$ cat src/rtl/isc_pkg.sv
package isc_pkg;
   localparam int unsigned REG_W     = 32;
   localparam int unsigned MASK_BIT  = 31;
   localparam int unsigned BUSY_BIT  = 30;
   localparam int unsigned POL_BIT   = 23;
   localparam int unsigned SENSE_BIT = 22;
   localparam int unsigned PRIO_LSB  = 16;
   localparam int unsigned PRIO_MAXW = SENSE_BIT - PRIO_LSB;
   localparam int unsigned VEC_MAXW  = PRIO_LSB;

   typedef enum logic {
      DET_EDGE  = 1'b0,
      DET_LEVEL = 1'b1
   } det_mode_e;

   function automatic logic [REG_W-1:0] merge_bits(input logic [REG_W-1:0] old_v,
                                                   input logic [REG_W-1:0] new_v,
                                                   input logic [REG_W-1:0] en_v);
      return (old_v & ~en_v) | (new_v & en_v);
   endfunction
endpackage

$ cat src/rtl/isc_sync.sv
module isc_sync #(
   parameter int unsigned STAGES = 2
) (
   input  logic clk,
   input  logic rst_n,
   input  logic din,
   output logic dout
);
   logic [STAGES-1:0] chain_q;

   always_ff @(posedge clk or negedge rst_n) begin
      if (!rst_n) chain_q <= '0;
      else        chain_q <= {chain_q[STAGES-2:0], din};
   end

   assign dout = chain_q[STAGES-1];
endmodule

$ cat src/rtl/isc_cfg_reg.sv
module isc_cfg_reg
   import isc_pkg::*;
#(
   parameter int unsigned PRIO_W  = 4,
   parameter int unsigned VEC_W   = 8,
   parameter int unsigned NUM_CPU = 4
) (
   input  logic               clk,
   input  logic               rst_n,
   input  logic               wr_cfg,
   input  logic               wr_dst,
   input  logic [REG_W-1:0]   wdata,
   input  logic [REG_W-1:0]   wmask,
   output logic               mask_o,
   output logic               pol_o,
   output det_mode_e          mode_o,
   output logic [PRIO_W-1:0]  prio_o,
   output logic [VEC_W-1:0]   vec_o,
   output logic [NUM_CPU-1:0] dest_o,
   output logic [REG_W-1:0]   cfg_img,
   output logic [REG_W-1:0]   dst_img
);
   logic               mask_q, pol_q;
   det_mode_e          mode_q;
   logic [PRIO_W-1:0]  prio_q;
   logic [VEC_W-1:0]   vec_q;
   logic [NUM_CPU-1:0] dest_q;
   logic [REG_W-1:0]   cfg_nxt, dst_nxt;
   logic               unused_nxt;

   always_comb begin
      cfg_img                    = '0;
      cfg_img[MASK_BIT]          = mask_q;
      cfg_img[POL_BIT]           = pol_q;
      cfg_img[SENSE_BIT]         = mode_q;
      cfg_img[PRIO_LSB +: PRIO_W] = prio_q;
      cfg_img[VEC_W-1:0]         = vec_q;
   end

   assign dst_img    = REG_W'(dest_q);
   assign cfg_nxt    = merge_bits(cfg_img, wdata, wmask);
   assign dst_nxt    = merge_bits(dst_img, wdata, wmask);
   assign unused_nxt = ^{cfg_nxt, dst_nxt};

   always_ff @(posedge clk or negedge rst_n) begin
      if (!rst_n) begin
         mask_q <= 1'b1;
         pol_q  <= 1'b0;
         mode_q <= DET_EDGE;
         prio_q <= '0;
         vec_q  <= '0;
         dest_q <= '0;
      end else begin
         if (wr_cfg) begin
            mask_q <= cfg_nxt[MASK_BIT];
            pol_q  <= cfg_nxt[POL_BIT];
            mode_q <= det_mode_e'(cfg_nxt[SENSE_BIT]);
            prio_q <= cfg_nxt[PRIO_LSB +: PRIO_W];
            vec_q  <= cfg_nxt[VEC_W-1:0];
         end
         if (wr_dst) dest_q <= dst_nxt[NUM_CPU-1:0];
      end
   end

   assign mask_o = mask_q;
   assign pol_o  = pol_q;
   assign mode_o = mode_q;
   assign prio_o = prio_q;
   assign vec_o  = vec_q;
   assign dest_o = dest_q;

   // a write that does not enable the priority bits leaves priority alone
   assert_prio_kept_R2: assert property (@(posedge clk) disable iff (!rst_n)
      (wr_cfg && (wmask[PRIO_LSB +: PRIO_W] == '0)) |=> $stable(prio_q));
   // a write that does not enable the vector bits leaves the vector alone
   assert_vec_kept_R2: assert property (@(posedge clk) disable iff (!rst_n)
      (wr_cfg && (wmask[VEC_W-1:0] == '0)) |=> $stable(vec_q));
endmodule

$ cat src/rtl/isc_capture.sv
module isc_capture
   import isc_pkg::*;
(
   input  logic      clk,
   input  logic      rst_n,
   input  logic      line_sync,
   input  logic      mask,
   input  logic      prio_nz,
   input  logic      pol,
   input  det_mode_e mode,
   input  logic      ack,
   input  logic      eoi,
   output logic      req,
   output logic      busy
);
   logic asserted, asserted_q, rise, enabled, take;
   logic pend_q, pend_d, svc_q, svc_d;

   assign asserted = pol ? line_sync : ~line_sync;
   assign rise     = asserted & ~asserted_q;
   assign enabled  = ~mask & prio_nz;
   assign req      = pend_q & ~svc_q & enabled;
   assign take     = req & ack;
   assign busy     = pend_q | svc_q;

   always_comb begin
      if (!enabled)                pend_d = 1'b0;
      else if (mode == DET_LEVEL)  pend_d = asserted;
      else if (take)               pend_d = rise;
      else                         pend_d = pend_q | rise;
   end

   always_comb begin
      if (take)      svc_d = 1'b1;
      else if (eoi)  svc_d = 1'b0;
      else           svc_d = svc_q;
   end

   always_ff @(posedge clk or negedge rst_n) begin
      if (!rst_n) begin
         asserted_q <= 1'b0;
         pend_q     <= 1'b0;
         svc_q      <= 1'b0;
      end else begin
         asserted_q <= asserted;
         pend_q     <= pend_d;
         svc_q      <= svc_d;
      end
   end

   // an accepted acknowledge withdraws the request on the next cycle
   assert_ack_withdraws_R8: assert property (@(posedge clk) disable iff (!rst_n)
      (req && ack) |=> !req);
   // a request is always reflected in the busy flag
   assert_req_busy_R9: assert property (@(posedge clk) disable iff (!rst_n)
      req |-> busy);
   // end-of-interrupt without a fresh acknowledge leaves service
   assert_eoi_leaves_R9: assert property (@(posedge clk) disable iff (!rst_n)
      (eoi && !ack) |=> !svc_q);
   // a source masked for two cycles holds nothing pending
   assert_masked_no_pend_R7: assert property (@(posedge clk) disable iff (!rst_n)
      (mask && $past(mask)) |-> !pend_q);
endmodule

$ cat src/rtl/isc_bank.sv
module isc_bank
   import isc_pkg::*;
#(
   parameter int unsigned NUM_SRC     = 4,
   parameter int unsigned NUM_CPU     = 4,
   parameter int unsigned PRIO_W      = 4,
   parameter int unsigned VEC_W       = 8,
   parameter int unsigned SYNC_STAGES = 2,
   localparam int unsigned IDX_W      = (NUM_SRC > 1) ? $clog2(NUM_SRC) : 1,
   localparam int unsigned ADDR_W     = IDX_W + 1
) (
   input  logic                       clk,
   input  logic                       rst_n,
   input  logic [NUM_SRC-1:0]         irq_in,
   input  logic                       bus_wr,
   input  logic [ADDR_W-1:0]          bus_addr,
   input  logic [REG_W-1:0]           bus_wdata,
   input  logic [REG_W-1:0]           bus_wmask,
   output logic [REG_W-1:0]           bus_rdata,
   output logic [NUM_SRC-1:0]         src_req,
   output logic [NUM_SRC*PRIO_W-1:0]  src_prio,
   output logic [NUM_SRC*VEC_W-1:0]   src_vec,
   output logic [NUM_SRC*NUM_CPU-1:0] src_dest,
   input  logic [NUM_SRC-1:0]         src_ack,
   input  logic [NUM_SRC-1:0]         src_eoi
);
   if (NUM_SRC < 1) begin : g_bad_src
      $error("isc_bank: NUM_SRC must be at least 1");
   end
   if (NUM_CPU < 1 || NUM_CPU > REG_W) begin : g_bad_cpu
      $error("isc_bank: NUM_CPU must be 1..32");
   end
   if (PRIO_W < 1 || PRIO_W > PRIO_MAXW) begin : g_bad_prio
      $error("isc_bank: PRIO_W out of range");
   end
   if (VEC_W < 1 || VEC_W > VEC_MAXW) begin : g_bad_vec
      $error("isc_bank: VEC_W out of range");
   end
   if (SYNC_STAGES < 2) begin : g_bad_sync
      $error("isc_bank: SYNC_STAGES must be at least 2");
   end

   logic [IDX_W-1:0]  sel_idx;
   logic              sel_dst;
   logic [REG_W-1:0]  cfg_img [NUM_SRC];
   logic [REG_W-1:0]  dst_img [NUM_SRC];
   logic [NUM_SRC-1:0] busy;

   assign sel_idx = bus_addr[ADDR_W-1:1];
   assign sel_dst = bus_addr[0];

   for (genvar g = 0; g < NUM_SRC; g++) begin : g_src
      logic              hit, line_sync, mask, pol;
      det_mode_e         mode;
      logic [PRIO_W-1:0] prio;

      assign hit = bus_wr && (int'(sel_idx) == g);

      isc_sync #(.STAGES(SYNC_STAGES)) u_sync (
         .clk (clk), .rst_n (rst_n), .din (irq_in[g]), .dout (line_sync)
      );

      isc_cfg_reg #(.PRIO_W(PRIO_W), .VEC_W(VEC_W), .NUM_CPU(NUM_CPU)) u_cfg (
         .clk     (clk),
         .rst_n   (rst_n),
         .wr_cfg  (hit && !sel_dst),
         .wr_dst  (hit && sel_dst),
         .wdata   (bus_wdata),
         .wmask   (bus_wmask),
         .mask_o  (mask),
         .pol_o   (pol),
         .mode_o  (mode),
         .prio_o  (prio),
         .vec_o   (src_vec[g*VEC_W +: VEC_W]),
         .dest_o  (src_dest[g*NUM_CPU +: NUM_CPU]),
         .cfg_img (cfg_img[g]),
         .dst_img (dst_img[g])
      );

      assign src_prio[g*PRIO_W +: PRIO_W] = prio;

      isc_capture u_cap (
         .clk       (clk),
         .rst_n     (rst_n),
         .line_sync (line_sync),
         .mask      (mask),
         .prio_nz   (prio != '0),
         .pol       (pol),
         .mode      (mode),
         .ack       (src_ack[g]),
         .eoi       (src_eoi[g]),
         .req       (src_req[g]),
         .busy      (busy[g])
      );
   end

   always_comb begin
      bus_rdata = '0;
      for (int i = 0; i < NUM_SRC; i++) begin
         if (int'(sel_idx) == i) begin
            if (sel_dst) bus_rdata = dst_img[i];
            else         bus_rdata = cfg_img[i] | (REG_W'(busy[i]) << BUSY_BIT);
         end
      end
   end

   // a source whose priority field is zero never requests
   assert_prio0_quiet_R7: assert property (@(posedge clk) disable iff (!rst_n)
      (src_prio[PRIO_W-1:0] == '0) |-> !src_req[0]);
endmodule

$ cat config.mk
export PLATFORM = sky130hd
export DESIGN_NAME = isc_bank
export DESIGN_NICKNAME = d
export VERILOG_FILES = /design/src/rtl/isc_pkg.sv /design/src/rtl/isc_sync.sv /design/src/rtl/isc_cfg_reg.sv /design/src/rtl/isc_capture.sv /design/src/rtl/isc_bank.sv
export SDC_FILE = /design/constraint.sdc
export NUM_CORES = 1
export LEC_CHECK = 0
export BUFFER_PORTS_ARGS = -buffer_cell sky130_fd_sc_hd__buf_4
export CAP_MARGIN = 20
export CORE_MARGIN = 1.5
export CORE_UTILIZATION = 30
export CTS_BUF_LIST = sky130_fd_sc_hd__clkbuf_4 sky130_fd_sc_hd__clkbuf_8
export CTS_CLUSTER_SIZE = 30
export DETAILED_ROUTE_END_ITERATION = 12
export PLACE_DENSITY_LB_ADDON = 0.1
export SLEW_MARGIN = 20
export SYNTH_ARGS = -nofsm -noshare
export SYNTH_HDL_FRONTEND = slang
export SYNTH_SLANG_ARGS = --single-unit
$ cat constraint.sdc
create_clock -name clk -period 2.2 [get_ports clk]
set_input_delay 0.11 -clock clk [delete_from_list [all_inputs] [get_ports clk]]
set_output_delay 0.11 -clock clk [all_outputs]
set_load 0.005 [all_outputs]
==> flow_summary.json, run 1 <==
{
  "post-synth-top-area-cell": "dfrtp_1",
  "power_leakage_uw": 0.00285,
  "regToRegSetupSlack_ns": 0.81,
  "first_global_vias": 3475,
  "synth_enable_flop_cells": 0,
  "timing.final.setup_violations": 0,
  "cap_violations": 0,
  "cts_max_path_buffers": 2,
  "area_of_the_die_sq_um": 16900,
  "post_synth_instance_area_sq_um": 4850,
  "avgSynthCellArea_sq_um": 12.6,
  "timing_hold_violations_final": 0,
  "sw_frac_of_total_pct": 29.3,
  "synth_top_cells_by_count": "dfrtp_1, nand2_1, mux2_2",
  "post_synthesis_cell_count": 385,
  "power.total_uw": 5220,
  "timing.critical_path.fanout_max": 4,
  "clock_power_share_pct": 21.0,
  "cts.clk_slew.worst_paths_ns": 0.09,
  "worst_skew_pair.late_latency_ns": 0.37,
  "dpl_worst_slack_ns": 0.458,
  "synth_cell_types": 27,
  "tritoncts.num_buffers": 9,
  "post_route_cells_drive_above_1_share_pct": 47.4,
  "critPathArrivalTime_ns": 1.74,
  "diodes": 0,
  "cts_tree": "yes",
  "globalplace.congestion": 0.734,
  "routedWlPerCell_um": 17.7,
  "grt_max_degree": 57,
  "worstSetupStartpointType": "register",
  "crit_path_end_kind": "output pin",
  "num-nets-final": 611,
  "max_slew_violation_count": 0,
  "p_seq_share_pct": 48.3,
  "finalCritPeriodShare_pct": 84.2,
  "post-synth-top-count-cell": "dfrtp_1",
  "fillCellCount": 1576,
  "portBuffers": 131,
  "cp.required_ns": 2.09,
  "final_core_util_pct": 39.9,
  "finalWorstPathRequiredPeriod_ns": 1.85,
  "finalClockSkew_ns": 0.00623,
  "post_cts_resize_count": 0,
  "finalWirelength_um": 13200,
  "synth_sequential_area_ratio_pct": 49.6,
  "detail_route.first_pass.iterations": 4,
  "fin_setup_tns_ns": 0,
  "fmaxAchievable_mhz": 540,
  "synth.top_cell.area_share_pct": 47.5,
  "ys_seq_elements": 96,
  "reg2regPathDepth": 3,
  "via_per_inst": 4.57,
  "antenna_left": 0,
  "width_of_the_chip_um": 130,
  "worst_slew_margin_rel_pct": 62.1,
  "yosys_most_used_dff": "dfrtp_1",
  "synth.area.top_cells": "dfrtp_1, mux2_2, mux4_2",
  "dp_hpwl_um": 9130,
  "synthToLayoutAreaGrowth_pct": 30.3,
  "cp-endpoint": "src_req[2]",
  "rsz0062_at_grt": "no",
  "die_h_um": 130,
  "grt_overflow_total": 0,
  "antenna_found_initial": 0,
  "detail_route.iter0.violations": 156,
  "clock_sink_count": 96,
  "ioPinCount": 182,
  "max_slew.worst_pin.slew_ns": 0.568,
  "clock_tree.root_cell": "clkbuf_8",
  "routed-via-count": 3431,
  "critPathKind": "reg -> out",
  "peakVddDrop_uv": 327,
  "holdCritPathClass": "in -> reg",
  "starting_density_of_the_core_pct": 30.6,
  "cts_max_level": 3,
  "core.rowCount": 46,
  "outcome": "finished clean",
  "power_density_nw_per_um2": 826,
  "holdWs_ns": 0.0271,
  "global_route.usage.total_pct": 16.5,
  "final_routed_drc_violation_total": 0,
  "grt_pass1_wl_um": 20500,
  "synth.yosys.warnings": 0,
  "r2r-end": "g_src[3].u_cap.svc_q$_DFFE_PN0P_",
  "synth_async_sr_flop_share_pct": 100,
  "switchingPower_uw": 1530,
  "cell_int_power_uw": 3690,
  "timing.final.ws_setup_ns": 0.347,
  "core_area_sq_um": 15800,
  "combinationalPowerShare_pct": 30.7
}
## cell usage in the layout, fill, tap and decap left out, types with 8 or more instances in the layout
cell type and n:
mux2_1 8, mux2_4 8, nand2_1 72, clkbuf_8 11, nor2_1 13, conb_1 16, inv_1 8, mux4_2 20
mux2_2 60, buf_4 135, nand2b_1 12, dlygate4sd3_1 21, nor2b_1 11, dfrtp_1 92
## how the worst min path moves through the flow
stage | startpoint | endpoint | slack [ns] | depth (start not counted)
2_1_floorplan | rst_n | asynchronous set/reset pin | -0.19 | 0
3_3_place_gp | rst_n | g_src[3].u_cap.svc_q$_DFFE_PN0P_ | 0.14 | 1
3_5_place_dp | rst_n | g_src[3].u_cap.svc_q$_DFFE_PN0P_ | 0.14 | 1
4_1_cts | src_ack[1] | g_src[1].u_cap.svc_q$_DFFE_PN0P_ | 0.003 | 3
5_1_grt | bus_wdata[0] | register | 0.01 | 2
6_report | src_ack[1] | g_src[1].u_cap.svc_q$_DFFE_PN0P_ | 0.03 | 3
## critical path, stage by stage, from the launching register on
cell      delay [ns]
dfrtp_1         0.45
or4_1           0.58
nand3b_1        0.16
nor2_1          0.06
buf_4           0.13
## through the flow
step                area, sq um  std cells
floorplan                  4910        400
global placement           5930        713
detailed placement         5930        713
CTS                        6320        750
global route               6320        750
finish                     6320        750
## timing repair
| item | in CTS | in global routing |
|---|---|---|
| hold buffers | 21 | 0 |
| buffers inserted | 0 | 0 |
| endpoints found under the setup margin | 0 | 0 |
| endpoints found under the hold margin | 93 | 0 |
## layer usage
metal  vias up  wire length, um  GRT usage (%)
li1       1589                -              -
met1      1721             6080           22.5
met2       109             6310           26.3
met3        12              659           2.91
met4         0              195           5.88
met5         -                0              0
## power by group through the flow
stage	registers, uW	clock network [uW]	logic, uW
after CTS	2530	1160	1640
after detailed placement	2560	0	1600
final	2520	1100	1600
after floorplan	2460	0	821
after global placement	2540	0	1570
after global routing	2590	1240	1760
## layout make-up
type | instances | area (sq um) | area share, %
clock buffer | 12 | 159 | 2.51
clock inverter | 4 | 20.0 | 0.317
inverter | 8 | 30.0 | 0.475
multi-input combinational | 256 | 2170 | 34.3
sequential | 96 | 2410 | 38.1
tap | 216 | 270 | 4.28
timing repair buffer | 158 | 1260 | 20.0
## kinds of logic after synthesis
group | share of synthesized area (%)
AO/OA/AOI/OAI | 2.37
XOR/XNOR | 0.722
buffers and inverters | 6.79
flip-flops | 49.6
multiplexers | 27.6
other | 0.0773
AND/OR/NAND/NOR | 12.8
(Power assumes the default switching activity.)
==> run 2: changes to the inputs <==
==> constraint.sdc (replaced) <==
create_clock -name clk -period 1.8 [get_ports clk]
set_input_delay 0.09 -clock clk [delete_from_list [all_inputs] [get_ports clk]]
set_output_delay 0.09 -clock clk [all_outputs]
set_load 0.005 [all_outputs]
==> flow_summary.json, run 2 (synthesis results as in run 1) <==
{
  "critPathSlowestCell": "mux4_2",
  "max_stage_delay_ns": 0.47,
  "area_of_the_die_sq_um": 16900,
  "portBuffers": 131,
  "fmaxAchievable_mhz": 568,
  "routedWlPerCell_um": 16.9,
  "max_slew_violation_count": 0,
  "timing.final.setup_violations": 0,
  "fillCellCount": 1569,
  "grt_pass1_wl_um": 20300,
  "outcome": "finished clean",
  "via_per_inst": 4.52,
  "finalCritPeriodShare_pct": 97.9,
  "peakVddDrop_uv": 408,
  "cts.clk_slew.worst_paths_ns": 0.10,
  "post_route_cells_drive_above_1_share_pct": 50.2,
  "fin_cells": 788,
  "mostFrequentLayoutCell": "buf_4",
  "diodes": 0,
  "antenna_found_initial": 0,
  "combinationalPowerShare_pct": 32.7,
  "power.total_uw": 6740,
  "num-nets-final": 649,
  "rsz0062_at_grt": "yes",
  "power_density_nw_per_um2": 1010,
  "finalWorstPathRequiredPeriod_ns": 1.76,
  "starting_density_of_the_core_pct": 30.6,
  "fin_setup_tns_ns": 0,
  "core_area_sq_um": 15800,
  "place_inst": 721,
  "clock_power_share_pct": 21.7,
  "die_h_um": 130,
  "holdWs_ns": 0.0242,
  "first_global_vias": 3497,
  "finalClockSkew_ns": 0.0124,
  "clock_sink_count": 96,
  "power_leakage_uw": 0.00307,
  "detail_route.first_pass.iterations": 4,
  "finalWirelength_um": 13300,
  "cpLargestDelayFamily": "multiplexers",
  "grt_overflow_total": 0,
  "cp_cell_sequence": "mux4_2, mux2_4, buf_6",
  "core.rowCount": 46,
  "p_seq_share_pct": 45.6,
  "cts_max_level": 3,
  "switchingPower_uw": 1940,
  "global_route.usage.total_pct": 16.2,
  "sw_frac_of_total_pct": 28.8,
  "holdCritPathClass": "in -> reg",
  "dp_hpwl_um": 9510,
  "cts_tree": "yes",
  "timing.critical_path.fanout_max": 3,
  "mostFrequentLayoutCells": "buf_4, dfrtp_1, nand2_1",
  "cap_violations": 0,
  "worstPathBufferInverterCount": 1,
  "clock_tree.root_cell": "clkbuf_8",
  "cp.required_ns": 1.71,
  "routed-via-count": 3562,
  "crit_path_end_kind": "output pin",
  "worst_skew_pair.late_latency_ns": 0.38,
  "timing_hold_violations_final": 0,
  "worstSetupStartpointType": "register",
  "synthToLayoutAreaGrowth_pct": 38.0,
  "cts_max_path_buffers": 2,
  "detail_route.iter0.violations": 146,
  "tritoncts.num_buffers": 9,
  "critPathKind": "reg -> out",
  "antenna_left": 0,
  "critPathArrivalTime_ns": 1.67,
  "globalplace.congestion": 0.727,
  "ioPinCount": 182,
  "cell_int_power_uw": 4800,
  "width_of_the_chip_um": 130,
  "regToRegSetupSlack_ns": 0.42,
  "grt_max_degree": 49,
  "final_routed_drc_violation_total": 0
}
## run 2: area by class of cell
cell class,count,area (sq um),share of cell area [%]
Sequential cell,96,2410,36.0
Timing Repair Buffer,196,1590,23.8
Inverter,8,30.0,0.449
Multi-Input combinational cell,256,2200,32.8
Tap cell,216,270,4.04
Clock buffer,10,138,2.06
Clock inverter,6,58.8,0.879
## run 2: power by group through the flow
stage / combinational, uW / sequential, uW / clock [uW]
finish: 2210 / 3070 / 1460
global route: 2400 / 3150 / 1600
floorplan: 1000 / 3010 / 0
global placement: 1930 / 3120 / 0
detailed placement: 1960 / 3120 / 0
CTS: 2050 / 3090 / 1510
## run 2: per-layer routing
metal  up-vias  part of all wire (%)  track usage, %  wire [um]
li1       1672                     -               -          -
met1      1772                    48            22.8       6370
met2       103                    46            25.0       6190
met3        15                   4.4            2.91        592
met4         0                   1.4            5.69        193
met5         -                     0               0          0
## run 2: worst min-delay path, cell delays in order
cell      delay (ns)
buf_4           0.08
nand2b_1        0.08
o22ai_1         0.11
## run 2: final timing paths
path / endpoint / cells past startpoint / from
worst min register to register: g_src[3].u_sync.chain_q[1]$_DFF_PN0_ / 0 / g_src[3].u_sync.chain_q[0]$_DFF_PN0_
worst min-delay path: g_src[2].u_cap.svc_q$_DFFE_PN0P_ / 3 / src_ack[2]
min in group asynchronous: g_src[1].u_cap.svc_q$_DFFE_PN0P_ / 2 / rst_n
worst max register to register: register / 4 / register
max in group asynchronous: asynchronous set/reset pin / 3 / rst_n
worst max-delay path: bus_rdata[1] / 3 / register
## run 2: stage by stage
step | setup slack, ns | instance area [sq um] | utilization [%]
finish | 0.0386 | 6690 | 42.3
global route | -0.0263 | 6690 | 42.3
CTS | -0.0175 | 6520 | 41.2
detailed placement | 0.279 | 6000 | 37.9
global placement | 0.297 | 6000 | 37.9
floorplan | 0.515 | 4910 | -
## run 2: timing repair
action	4_1_cts	5_1_grt
gates resized for setup	4	6
pin swaps	2	5
setup buffers	2	20
hold buffers	29	0
setup endpoints to repair	4	8
endpoints found under the hold margin	111	0
